$ cat src/rtl/ovf_timer_pkg.sv
// Shared constants of the prescaled overflow timer: register addresses
// and control-register bit positions. Assumes a 2-bit register address.
package ovf_timer_pkg;
    localparam int ADDR_W = 2;

    localparam logic [ADDR_W-1:0] A_COUNT  = 2'd0;
    localparam logic [ADDR_W-1:0] A_OPTION = 2'd1;
    localparam logic [ADDR_W-1:0] A_CTRL   = 2'd2;

    localparam int CTRL_FLAG = 0;
    localparam int CTRL_TIE  = 1;
    localparam int CTRL_GIE  = 2;
endpackage

$ cat src/rtl/tmr_cycle_div.sv
// Instruction-cycle divider: produces a one-clock tick every DIV clocks.
// Assumes DIV >= 2. Runs freely from reset and is never cleared by software.
module tmr_cycle_div #(
    parameter int DIV = 4
) (
    input  logic clk,
    input  logic rst_n,
    output logic tick
);
    localparam int CW = (DIV > 2) ? $clog2(DIV) : 1;
    localparam logic [CW-1:0] LAST = CW'(DIV - 1);

    logic [CW-1:0] cyc_q;

    // Phase counter: wraps at DIV-1.
    always_ff @(posedge clk) begin
        if (!rst_n)             cyc_q <= '0;
        else if (cyc_q == LAST) cyc_q <= '0;
        else                    cyc_q <= cyc_q + 1'b1;
    end

    assign tick = (cyc_q == LAST);
endmodule

$ cat src/rtl/tmr_prescale.sv
// Power-of-two prescaler: counts instruction ticks and emits a step every
// 2^(sel+1) ticks, or on every tick when bypassed. Assumes the ratio never
// exceeds 2^PRE_W, so the accumulator wraps on a step boundary.
module tmr_prescale #(
    parameter int SEL_W = 3
) (
    input  logic             clk,
    input  logic             rst_n,
    input  logic             tick,
    input  logic             clr,
    input  logic             bypass,
    input  logic [SEL_W-1:0] sel,
    output logic             step
);
    localparam int PRE_W = 1 << SEL_W;

    logic [PRE_W-1:0] pre_q;
    logic [PRE_W:0]   span;
    logic [PRE_W-1:0] mask;
    logic             full;

    // Ratio mask: the low (sel+1) bits of the accumulator.
    always_comb begin
        span = (PRE_W+1)'(2) << sel;
        mask = PRE_W'(span - (PRE_W+1)'(1));
        full = &(pre_q | ~mask);
    end

    // Accumulator: cleared on count reload, advanced on ticks when active.
    always_ff @(posedge clk) begin
        if (!rst_n)               pre_q <= '0;
        else if (clr)             pre_q <= '0;
        else if (tick && !bypass) pre_q <= pre_q + 1'b1;
    end

    assign step = tick && (bypass || full);
endmodule

$ cat src/rtl/tmr_core.sv
// Count register and sticky overflow flag. A reload beats a step; an
// overflow beats a software write of the flag.
module tmr_core #(
    parameter int CNT_W = 8
) (
    input  logic             clk,
    input  logic             rst_n,
    input  logic             step,
    input  logic             cnt_wr,
    input  logic [CNT_W-1:0] wr_data,
    input  logic             flag_wr,
    input  logic             flag_wdat,
    output logic [CNT_W-1:0] cnt,
    output logic             flag
);
    logic ovf;

    assign ovf = step && !cnt_wr && (cnt == {CNT_W{1'b1}});

    // Count: reload has priority, otherwise step by one.
    always_ff @(posedge clk) begin
        if (!rst_n)      cnt <= '0;
        else if (cnt_wr) cnt <= wr_data;
        else if (step)   cnt <= cnt + 1'b1;
    end

    // Sticky flag: set on overflow, else software may load it.
    always_ff @(posedge clk) begin
        if (!rst_n)       flag <= 1'b0;
        else if (ovf)     flag <= 1'b1;
        else if (flag_wr) flag <= flag_wdat;
    end
endmodule

$ cat src/rtl/tmr_regfile.sv
// Register decode: option and enable registers, write strobes toward the
// core, and the combinational read mux. Assumes CNT_W >= SEL_W + 1 and >= 3.
module tmr_regfile
    import ovf_timer_pkg::*;
#(
    parameter int CNT_W = 8,
    parameter int SEL_W = 3
) (
    input  logic              clk,
    input  logic              rst_n,
    input  logic              wr_en,
    input  logic [ADDR_W-1:0] wr_addr,
    input  logic [SEL_W:0]    wr_low,
    input  logic [ADDR_W-1:0] rd_addr,
    input  logic [CNT_W-1:0]  cnt,
    input  logic              flag,
    output logic              cnt_wr,
    output logic              flag_wr,
    output logic              flag_wdat,
    output logic [SEL_W-1:0]  sel,
    output logic              bypass,
    output logic              tie,
    output logic              gie,
    output logic [CNT_W-1:0]  rd_data
);
    logic opt_wr;

    assign cnt_wr    = wr_en && (wr_addr == A_COUNT);
    assign opt_wr    = wr_en && (wr_addr == A_OPTION);
    assign flag_wr   = wr_en && (wr_addr == A_CTRL);
    assign flag_wdat = wr_low[CTRL_FLAG];

    // Option register: ratio select and bypass.
    always_ff @(posedge clk) begin
        if (!rst_n) begin
            sel    <= '0;
            bypass <= 1'b0;
        end else if (opt_wr) begin
            sel    <= wr_low[SEL_W-1:0];
            bypass <= wr_low[SEL_W];
        end
    end

    // Enable bits of the control register.
    always_ff @(posedge clk) begin
        if (!rst_n) begin
            tie <= 1'b0;
            gie <= 1'b0;
        end else if (flag_wr) begin
            tie <= wr_low[CTRL_TIE];
            gie <= wr_low[CTRL_GIE];
        end
    end

    // Read mux, zero-extending the narrow registers.
    always_comb begin
        rd_data = '0;
        unique case (rd_addr)
            A_COUNT:  rd_data = cnt;
            A_OPTION: rd_data = CNT_W'({bypass, sel});
            A_CTRL:   rd_data = CNT_W'({gie, tie, flag});
            default:  rd_data = '0;
        endcase
    end
endmodule

$ cat src/rtl/ovf_timer.sv
// Prescaled overflow timer top: clock divider, prescaler, count core and
// register decode. The interrupt output is the flag gated by both enables.
module ovf_timer
    import ovf_timer_pkg::*;
#(
    parameter int CNT_W   = 8,
    parameter int SEL_W   = 3,
    parameter int CYC_DIV = 4
) (
    input  logic              clk,
    input  logic              rst_n,
    input  logic              wr_en,
    input  logic [ADDR_W-1:0] wr_addr,
    input  logic [CNT_W-1:0]  wr_data,
    input  logic [ADDR_W-1:0] rd_addr,
    output logic [CNT_W-1:0]  rd_data,
    output logic              irq
);
    logic             inst_tick;
    logic             step;
    logic             cnt_wr;
    logic             flag_wr;
    logic             flag_wdat;
    logic [SEL_W-1:0] sel;
    logic             bypass;
    logic             tie;
    logic             gie;
    logic [CNT_W-1:0] cnt;
    logic             flag;

    tmr_cycle_div #(.DIV(CYC_DIV)) u_div (
        .clk  (clk),
        .rst_n(rst_n),
        .tick (inst_tick)
    );

    tmr_prescale #(.SEL_W(SEL_W)) u_pre (
        .clk   (clk),
        .rst_n (rst_n),
        .tick  (inst_tick),
        .clr   (cnt_wr),
        .bypass(bypass),
        .sel   (sel),
        .step  (step)
    );

    tmr_core #(.CNT_W(CNT_W)) u_core (
        .clk      (clk),
        .rst_n    (rst_n),
        .step     (step),
        .cnt_wr   (cnt_wr),
        .wr_data  (wr_data),
        .flag_wr  (flag_wr),
        .flag_wdat(flag_wdat),
        .cnt      (cnt),
        .flag     (flag)
    );

    tmr_regfile #(.CNT_W(CNT_W), .SEL_W(SEL_W)) u_regs (
        .clk      (clk),
        .rst_n    (rst_n),
        .wr_en    (wr_en),
        .wr_addr  (wr_addr),
        .wr_low   (wr_data[SEL_W:0]),
        .rd_addr  (rd_addr),
        .cnt      (cnt),
        .flag     (flag),
        .cnt_wr   (cnt_wr),
        .flag_wr  (flag_wr),
        .flag_wdat(flag_wdat),
        .sel      (sel),
        .bypass   (bypass),
        .tie      (tie),
        .gie      (gie),
        .rd_data  (rd_data)
    );

    assign irq = flag && tie && gie;
endmodule

$ cat config.mk
export PLATFORM = sky130hd
export DESIGN_NAME = ovf_timer
export DESIGN_NICKNAME = d
export VERILOG_FILES = /design/src/rtl/ovf_timer_pkg.sv /design/src/rtl/tmr_cycle_div.sv /design/src/rtl/tmr_prescale.sv /design/src/rtl/tmr_core.sv /design/src/rtl/tmr_regfile.sv /design/src/rtl/ovf_timer.sv
export SDC_FILE = /design/constraint.sdc
export NUM_CORES = 1
export LEC_CHECK = 0
export ABC_AREA = 1
export ABC_CLOCK_PERIOD_IN_PS = 2000
export BUFFER_PORTS_ARGS = -buffer_cell sky130_fd_sc_hd__buf_2
export CORE_ASPECT_RATIO = 0.5
export CORE_MARGIN = 5
export CORE_UTILIZATION = 55
export DETAILED_ROUTE_END_ITERATION = 8
export HOLD_SLACK_MARGIN = 0.05
export PLACE_DENSITY = 0.78
export REMOVE_ABC_BUFFERS = 1
export SLEW_MARGIN = 10
export SYNTH_ARGS = -nofsm -noshare
export SYNTH_HDL_FRONTEND = slang
export SYNTH_SLANG_ARGS = --single-unit
$ cat constraint.sdc
create_clock -name clk -period 2 [get_ports clk]
set_input_delay 0.3 -clock clk [delete_from_list [all_inputs] [get_ports clk]]
set_output_delay 0.3 -clock clk [all_outputs]
set_load 0.05 [all_outputs]
==> results of run 1 <==
-- logic make-up (layout without fill, tap and decap cells) --
family | count (synthesis) | in the layout | share of synthesized area
AND/OR/NAND/NOR | 106 | 106 | 0.334
XOR/XNOR | 7 | 7 | 0.0417
AO/OA/AOI/OAI | 42 | 42 | 0.149
buffers and inverters | 37 | 63 | 0.101
flip-flops | 25 | 25 | 0.341
adder cells (fa/ha/maj) | 4 | 4 | 0.0341
-- final cells by class --
class	count	area, µm²	share of cell area
inverter	33	126	0.0751
sequential	25	500	0.298
timing repair buffer	26	138	0.0818
tap	37	46.3	0.0275
multi-input combinational	159	825	0.490
clock buffer	3	41.3	0.0246
clock inverter	1	5.00	0.00298
-- critical path: stages (launching register included) --
cell,delay [ns]
sky130_fd_sc_hd__dfxtp_1,0.37
sky130_fd_sc_hd__nor2_1,0.14
sky130_fd_sc_hd__nand2_1,0.09
sky130_fd_sc_hd__ha_1,0.24
sky130_fd_sc_hd__inv_1,0.10
sky130_fd_sc_hd__nand4_1,0.10
sky130_fd_sc_hd__nand2_1,0.08
sky130_fd_sc_hd__nand2_1,0.04
sky130_fd_sc_hd__nand2_1,0.05
sky130_fd_sc_hd__inv_1,0.04
sky130_fd_sc_hd__nand2_1,0.07
sky130_fd_sc_hd__nand2_2,0.08
sky130_fd_sc_hd__nand2_4,0.12
sky130_fd_sc_hd__nand2_4,0.10
sky130_fd_sc_hd__nand2_1,0.08
sky130_fd_sc_hd__a21oi_1,0.06
-- worst max path at each step --
stage | startpoint | endpoint | slack [ns] | cells past startpoint
3_3_place_gp | u_regs.sel[1] | u_core.cnt[5] | 0.18 | 15
4_1_cts | u_regs.sel[1] | u_core.cnt[1] | 0.14 | 15
3_5_place_dp | u_regs.sel[1] | u_core.cnt[1] | 0.15 | 15
5_1_grt | u_regs.sel[1] | u_core.cnt[0] | 0.005 | 15
2_1_floorplan | u_core.flag | irq | 0.26 | 2
6_report | u_regs.sel[1] | u_core.cnt[1] | 0.15 | 15
-- Yosys cell counts (3+ instances only) --
| cell type | count |
|---|---|
| sky130_fd_sc_hd__nand2_1 | 44 |
| sky130_fd_sc_hd__o21ai_0 | 16 |
| sky130_fd_sc_hd__dfxtp_1 | 25 |
| sky130_fd_sc_hd__inv_1 | 26 |
| sky130_fd_sc_hd__nand4_1 | 3 |
| sky130_fd_sc_hd__ha_1 | 4 |
| sky130_fd_sc_hd__nand3_1 | 22 |
| sky130_fd_sc_hd__xor2_1 | 6 |
| sky130_fd_sc_hd__nor2_1 | 17 |
| sky130_fd_sc_hd__o211ai_1 | 3 |
| sky130_fd_sc_hd__inv_2 | 5 |
| sky130_fd_sc_hd__nor3_1 | 9 |
| sky130_fd_sc_hd__a21oi_1 | 21 |
-- through the flow --
step	area (µm²)	hold slack, ns	total power, W	cells	utilization
after floorplan	1450	0.408	0.000644	217	-
after global placement	1630	0.419	0.000692	280	0.635
after detailed placement	1630	0.424	0.000694	280	0.635
after CTS	1680	0.301	0.000994	284	0.653
after global routing	1680	0.316	0.00104	284	0.654
final	1680	0.312	0.000985	284	0.654
-- flip-flops by register name, summed over array words and instances (netlist names) --
register	cells
u_div.cyc_q	2
u_regs.bypass	1
u_core.flag	1
u_core.cnt	8
u_regs.gie	1
u_pre.pre_q	8
u_regs.sel	3
u_regs.tie	1
-- layer usage --
layer  share of wire  global-route usage
met1            0.48               0.210
met2            0.47               0.315
met3           0.036              0.0464
met4          0.0072              0.0391
met5               0                   0
-- power by group through the flow --
| stage | Clock (W) | Sequential (W) | Combinational [W] |
|---|---|---|---|
| after floorplan | 0 | 0.000536 | 0.000108 |
| after global placement | 0 | 0.000538 | 0.000154 |
| after detailed placement | 0 | 0.000538 | 0.000156 |
| after CTS | 0.000311 | 0.000526 | 0.000157 |
| after global routing | 0.000333 | 0.000528 | 0.000180 |
| final | 0.000302 | 0.000526 | 0.000157 |
-- timing repair --
item                       4_1_cts  5_1_grt
setup endpoints to repair        0        1
resized for setup                0        1
hold endpoints to repair         0        0
buffers inserted                 0        0
hold buffers                     0        0
==> results.txt, run 1 <==
----------------------------------------------------
[STA]
  Worst slew slack as a fraction of its limit ... 0.738
  Number of max-slew violations in the final report ... 0
  Peak Freq ... approximately 540 MHz
  RSZ-0062 raised after global routing ... false
  Post-Route Skew ... ~0.0062 ns
  Fraction of the cycle the final worst path needs ... 0.926
  Min Clock Period, post-route ... 1.85 ns
  Actual slew at the worst max-slew pin ... 0.392 ns
  Fin worst setup slack ... 0.147 ns
  Aggregate negative setup slack ... 0 ns
  Final count of negative-setup-slack endpoints ... 0
  Final hold viol count ... 0

[Pwr]
  Part of the total power dissipated in combinational logic ... 0.160
  Worst IR Drop VDD ... between 0.0003 and 0.0004 V
  Switching share of power ... 0.280
  Sw power ... between 0.0002 and 0.0003 W
  Clock network fraction of total power ... 0.306
  Cell leakage power ... ~0.67 nW
  Power per Cell Area ... just under 600 nW/µm²
  Part of the total power dissipated in sequential elements ... 0.534
  Internal Pwr Total ... between 0.0007 and 0.0008 W

[Clock network]
  CTS root buffer ... sky130_fd_sc_hd__clkbuf_8
  CTS tree ... built
  Clock input transition at the sequential cells of the worst setup and hold paths ... ~0.09 ns
  Sink count of the clock tree ... 25
  CTS Buf Count ... 3
  Insertion delay to the later sink of the worst-skew pair ... roughly 0.27 ns
  Maximum level of the CTS H-tree ... 1
  Buffer levels on the longest clock path ... 2

[Yosys]
  Number of enable-type register cells in the synthesized netlist ... 0
  Top cell type's share of synthesized area ... 0.341
  Share of flip-flops with an asynchronous set or reset ... 0
  Most area-consuming cells after synthesis ... sky130_fd_sc_hd__dfxtp_1 34%, sky130_fd_sc_hd__nand2_1 11%, sky130_fd_sc_hd__nand3_1 7.5%
  Post-synthesis sequential area ratio ... 0.341
  Yosys reg bits ... 25
  Synth area leader ... sky130_fd_sc_hd__dfxtp_1
  Yosys warning count ... 0
  Most used flip-flop cell after synthesis ... sky130_fd_sc_hd__dfxtp_1
  Avg Synthesized Cell Area ... around 6.6 µm²
  Count of distinct cell types in the synthesized netlist ... 28
  Count of mapped cells out of synthesis ... 221
  Cell area after technology mapping ... 1470 µm²

[Critical path]
  Endpoint of the worst-slack reg-to-reg timing path ... u_core.cnt[1]
  WP data required ... ~2.2 ns
  Arrival time reported for the critical path endpoint ... ~2.0 ns
  Crit path launch type ... flop
  Critical Path End Type ... flop
  Startpoint of the most critical register-to-register path ... u_regs.sel[1]
  Critical-path maximum fanout ... 9
  Register-to-register path setup slack ... between 0.1 and 0.15 ns
  Worst Reg2Reg Path Length in Cells ... 15
  Critical setup path kind ... flop to flop

[Die]
  DIE AREA ... 3870 µm²
  Starting Density ... 0.572
  Count of standard-cell rows ... 13
  Core outline area ... 2570 µm²
  Chip height ... approximately 47 µm
  I/O pins ... 24
  Width of the chip ... roughly 83 µm

[GRT]
  Largest net degree at the start of global routing ... 15
  All-layer global routing usage ... 0.173
  Residual overflow from global routing ... 0
  Wire length of the first global-routing pass ... around 5300 µm
  Number of global-route vias before repair ... 1283
  Initial antenna violation count ... 0

[Cells and area]
  Fillcell total ... 246
  Most frequent cells in the layout ... 44 x sky130_fd_sc_hd__nand2_1, 26 x sky130_fd_sc_hd__inv_1, 25 x sky130_fd_sc_hd__dfxtp_1
  Most common cell after layout, fill and taps aside ... sky130_fd_sc_hd__nand2_1
  Fraction of layout instances using a drive strength above 1 ... 0.190
  Final net count ... about 270
  Layout-stage area growth over the synthesis result ... 14.5%
  Number of antenna diodes ... 0

[Routing]
  Number of DRC markers in iteration 0 ... between 90 and 100
  Count of TritonRoute iterations in the first routing pass ... 4
  Number of nets with antenna violations after detailed routing ... 0
  Wirelength, routed ... ~3200 µm
  Vias per std cell ... ~5.1
  Detailed-route DRC error count ... 0
  Routed WL per cell ... about 11 µm
  Routed via count ... 1452

[Place]
  Buffers added on ports ... 23
  Post-Place Worst Slack ... 0.150 ns
  Final weighted congestion in routability-driven placement ... approximately 0.85
  Dpl hpwl ... about 2500 µm

[Status]
  Result of the run ... finished, final reports clean

[Hold path]
  Class of the tightest hold or removal check ... input port to flop
  Hold Crit Endpoint ... u_regs.gie
  Worst hold path stage count ... 3
  Min-delay src ... rst_n

[Run]
  Number of violations of the max-capacitance limit ... 0

----------------------------------------------------
(Power assumes the default switching activity.)
==> run 2: changes to the inputs <==
Settings changed: CORE_UTILIZATION 55 to 30, PLACE_DENSITY 0.78 to not set.
==> results.txt, run 2 (synthesized netlist as in run 1, its figures left out) <==
----------------------------------------------------
[Clock network]
  Clock input transition at the sequential cells of the worst setup and hold paths ... 0.09 ns (about the same)
  Hold-fix buffers at CTS ... 0 (unchanged)
  CTS root buffer ... sky130_fd_sc_hd__clkbuf_8 (unchanged)
  Buffer levels on the longest clock path ... 2 (unchanged)
  CTS Buf Count ... 3 (unchanged)
  Insertion delay to the later sink of the worst-skew pair ... 0.27 ns (about the same)
  Maximum level of the CTS H-tree ... 1 (unchanged)
  Sink count of the clock tree ... 25 (unchanged)
  CTS tree ... built (unchanged)

[Critical path]
  Critical setup path kind ... flop to flop (unchanged)
  Critical Path End Type ... flop (unchanged)
  Critical-path maximum fanout ... 5 (was 9)
  Crit path launch type ... flop (unchanged)
  Worst Reg2Reg Path Length in Cells ... 13 (was 15)
  WP data required ... 2.15 ns (about the same)
  Arrival time reported for the critical path endpoint ... 1.99 ns (was 2.00 ns)
  Register-to-register path setup slack ... 0.16 ns (was 0.15 ns)

[Pwr]
  Cell leakage power ... 0.677 nW (was 0.669 nW)
  Power per Cell Area ... 565 nW/µm² (was 586 nW/µm²)
  Worst IR Drop VDD ... 0.000250 V (was 0.000322 V)

[Routing]
  Count of TritonRoute iterations in the first routing pass ... 4 (unchanged)
  Vias per std cell ... 4.60 (was 5.11)
  Wirelength, routed ... 3490 µm (was 3200 µm)
  Number of DRC markers in iteration 0 ... 83 (was 94)
  Routed via count ... 1468 (was 1452)
  Routed WL per cell ... 10.9 µm (was 11.3 µm)
  Detailed-route DRC error count ... 0 (unchanged)
  Number of nets with antenna violations after detailed routing ... 0 (unchanged)

[STA]
  Final count of negative-setup-slack endpoints ... 0 (unchanged)
  Actual slew at the worst max-slew pin ... 0.478 ns (was 0.392 ns)
  Peak Freq ... 543 MHz (was 540 MHz)
  Post-Route Skew ... 0.00103 ns (was 0.00615 ns)
  Worst slew slack as a fraction of its limit ... 0.680 (was 0.738)
  Min Clock Period, post-route ... 1.84 ns (was 1.85 ns)
  Fraction of the cycle the final worst path needs ... 0.922 (was 0.926)
  Number of max-slew violations in the final report ... 0 (unchanged)
  Final hold viol count ... 0 (unchanged)

[Place]
  Dpl hpwl ... 2680 µm (was 2550 µm)
  Placed standard-cell area ... 1660 µm² (was 1630 µm²)
  Buffers added on ports ... 23 (unchanged)
  Final weighted congestion in routability-driven placement ... 0.794 (was 0.851)

[Die]
  Core outline area ... 4840 µm² (was 2570 µm²)
  Width of the chip ... 109 µm (was 83.1 µm)
  Chip height ... 59.5 µm (was 46.5 µm)
  I/O pins ... 24 (unchanged)
  DIE AREA ... 6480 µm² (was 3870 µm²)
  Count of standard-cell rows ... 18 (was 13)
  Starting Density ... 0.303 (was 0.572)

[Hold path]
  Class of the tightest hold or removal check ... input port to flop (unchanged)
  Worst hold path stage count ... 3 (unchanged)

[GRT]
  Number of global-route vias before repair ... 1364 (was 1283)
  Initial antenna violation count ... 0 (unchanged)
  All-layer global routing usage ... 0.114 (was 0.173)
  Residual overflow from global routing ... 0 (unchanged)
  Wire length of the first global-routing pass ... 6000 µm (was 5340 µm)
  Largest net degree at the start of global routing ... 15 (unchanged)

[Cells and area]
  Final net count ... 269 (was 267)
  Final core utilization ... 0.366 (was 0.654)
  Fraction of layout instances using a drive strength above 1 ... 0.237 (was 0.190)
  Number of antenna diodes ... 0 (unchanged)
  Most frequent cells in the layout ... 44 x sky130_fd_sc_hd__nand2_1, 26 x sky130_fd_sc_hd__inv_1, 23 x sky130_fd_sc_hd__buf_2 (was 44 x sky130_fd_sc_hd__nand2_1, 26 x sky130_fd_sc_hd__inv_1, 25 x sky130_fd_sc_hd__dfxtp_1)
  Design area ... 1770 µm² (was 1680 µm²)
  Layout-stage area growth over the synthesis result ... 20.7% (was 14.5%)
  Fillcell total ... 519 (was 246)
  Registers with the most flip-flops ... u_core.cnt (8), u_pre.pre_q (8), u_regs.sel (3) (unchanged)
  Multi-input gate area ... 853 µm² (was 825 µm²)
  Most common cell after layout, fill and taps aside ... sky130_fd_sc_hd__nand2_1 (unchanged)
  Flip-flop and latch area ... 509 µm² (was 500 µm²)

[Status]
  Result of the run ... finished, final reports clean (unchanged)

[Run]
  Number of violations of the max-capacitance limit ... 0 (unchanged)

----------------------------------------------------
-- run 2: cell types whose count changed in the layout (fill, tap and decap cells not counted), sizes merged --
cell	change
buf	+1
nand2	+1
-- run 2: final timing paths --
| kind | from | end |
|---|---|---|
| min reg2reg | u_div.cyc_q[0] | u_div.cyc_q[0] |
| max | u_regs.sel[1] | u_core.cnt[6] |
| min | rst_n | u_regs.sel[1] |
| max reg2reg | u_regs.sel[1] | u_core.cnt[6] |
-- run 2: report_power, final --
group	internal, W	switching, W	leakage, nW
Combinational	0.0000596	0.000105	0.446
Sequential	0.000513	0.0000148	0.205
Clock	0.000140	0.000169	0.0255
Total	0.000712	0.000289	0.677
-- run 2: metrics by stage --
step	std cells	total power [W]	worst slack (ns)	TNS (ns)	hold slack, ns
after floorplan	217	0.000644	0.256	0	0.408
after global placement	311	0.000690	0.164	0	0.419
after detailed placement	311	0.000692	0.145	0	0.431
after CTS	315	0.00100	0.113	0	0.304
after global routing	319	0.00105	-0.00202	-0.00202	0.310
final	319	0.00100	0.157	0	0.306
-- run 2: critical path: stages, from the launching register on --
cell and delay (ns):
sky130_fd_sc_hd__dfxtp_4 0.38, sky130_fd_sc_hd__nor2_2 0.10, sky130_fd_sc_hd__nand2_1 0.08, sky130_fd_sc_hd__ha_2 0.31, sky130_fd_sc_hd__nor2_1 0.03, sky130_fd_sc_hd__nor2_1 0.11, sky130_fd_sc_hd__nand3_2 0.08, sky130_fd_sc_hd__nor2_2 0.10
sky130_fd_sc_hd__nand2_1 0.07, sky130_fd_sc_hd__nand2_2 0.10, sky130_fd_sc_hd__buf_4 0.13, sky130_fd_sc_hd__nand2_2 0.07, sky130_fd_sc_hd__nand3_1 0.11, sky130_fd_sc_hd__a21oi_2 0.06
-- run 2: final cells by class --
type,count,area share
clock buffers,3,0.0233
clock inverters,1,0.00282
inverters,33,0.0741
multi-input cells,160,0.481
flip-flops and latches,25,0.287
well taps,70,0.0494
repair buffers,27,0.0819
-- run 2: routing by layer --
layer / track usage / vias up / wire [µm]
met5: 0 / - / 0
met4: 0.0234 / 0 / 14
met3: 0.0272 / 2 / 98
met2: 0.191 / 20 / 1680
met1: 0.152 / 660 / 1690
li1: - / 786 / -
-- run 2: timing repair --
action	CTS	global route
buffers inserted	0	3
setup endpoints to repair	0	8
gates resized for setup	0	15
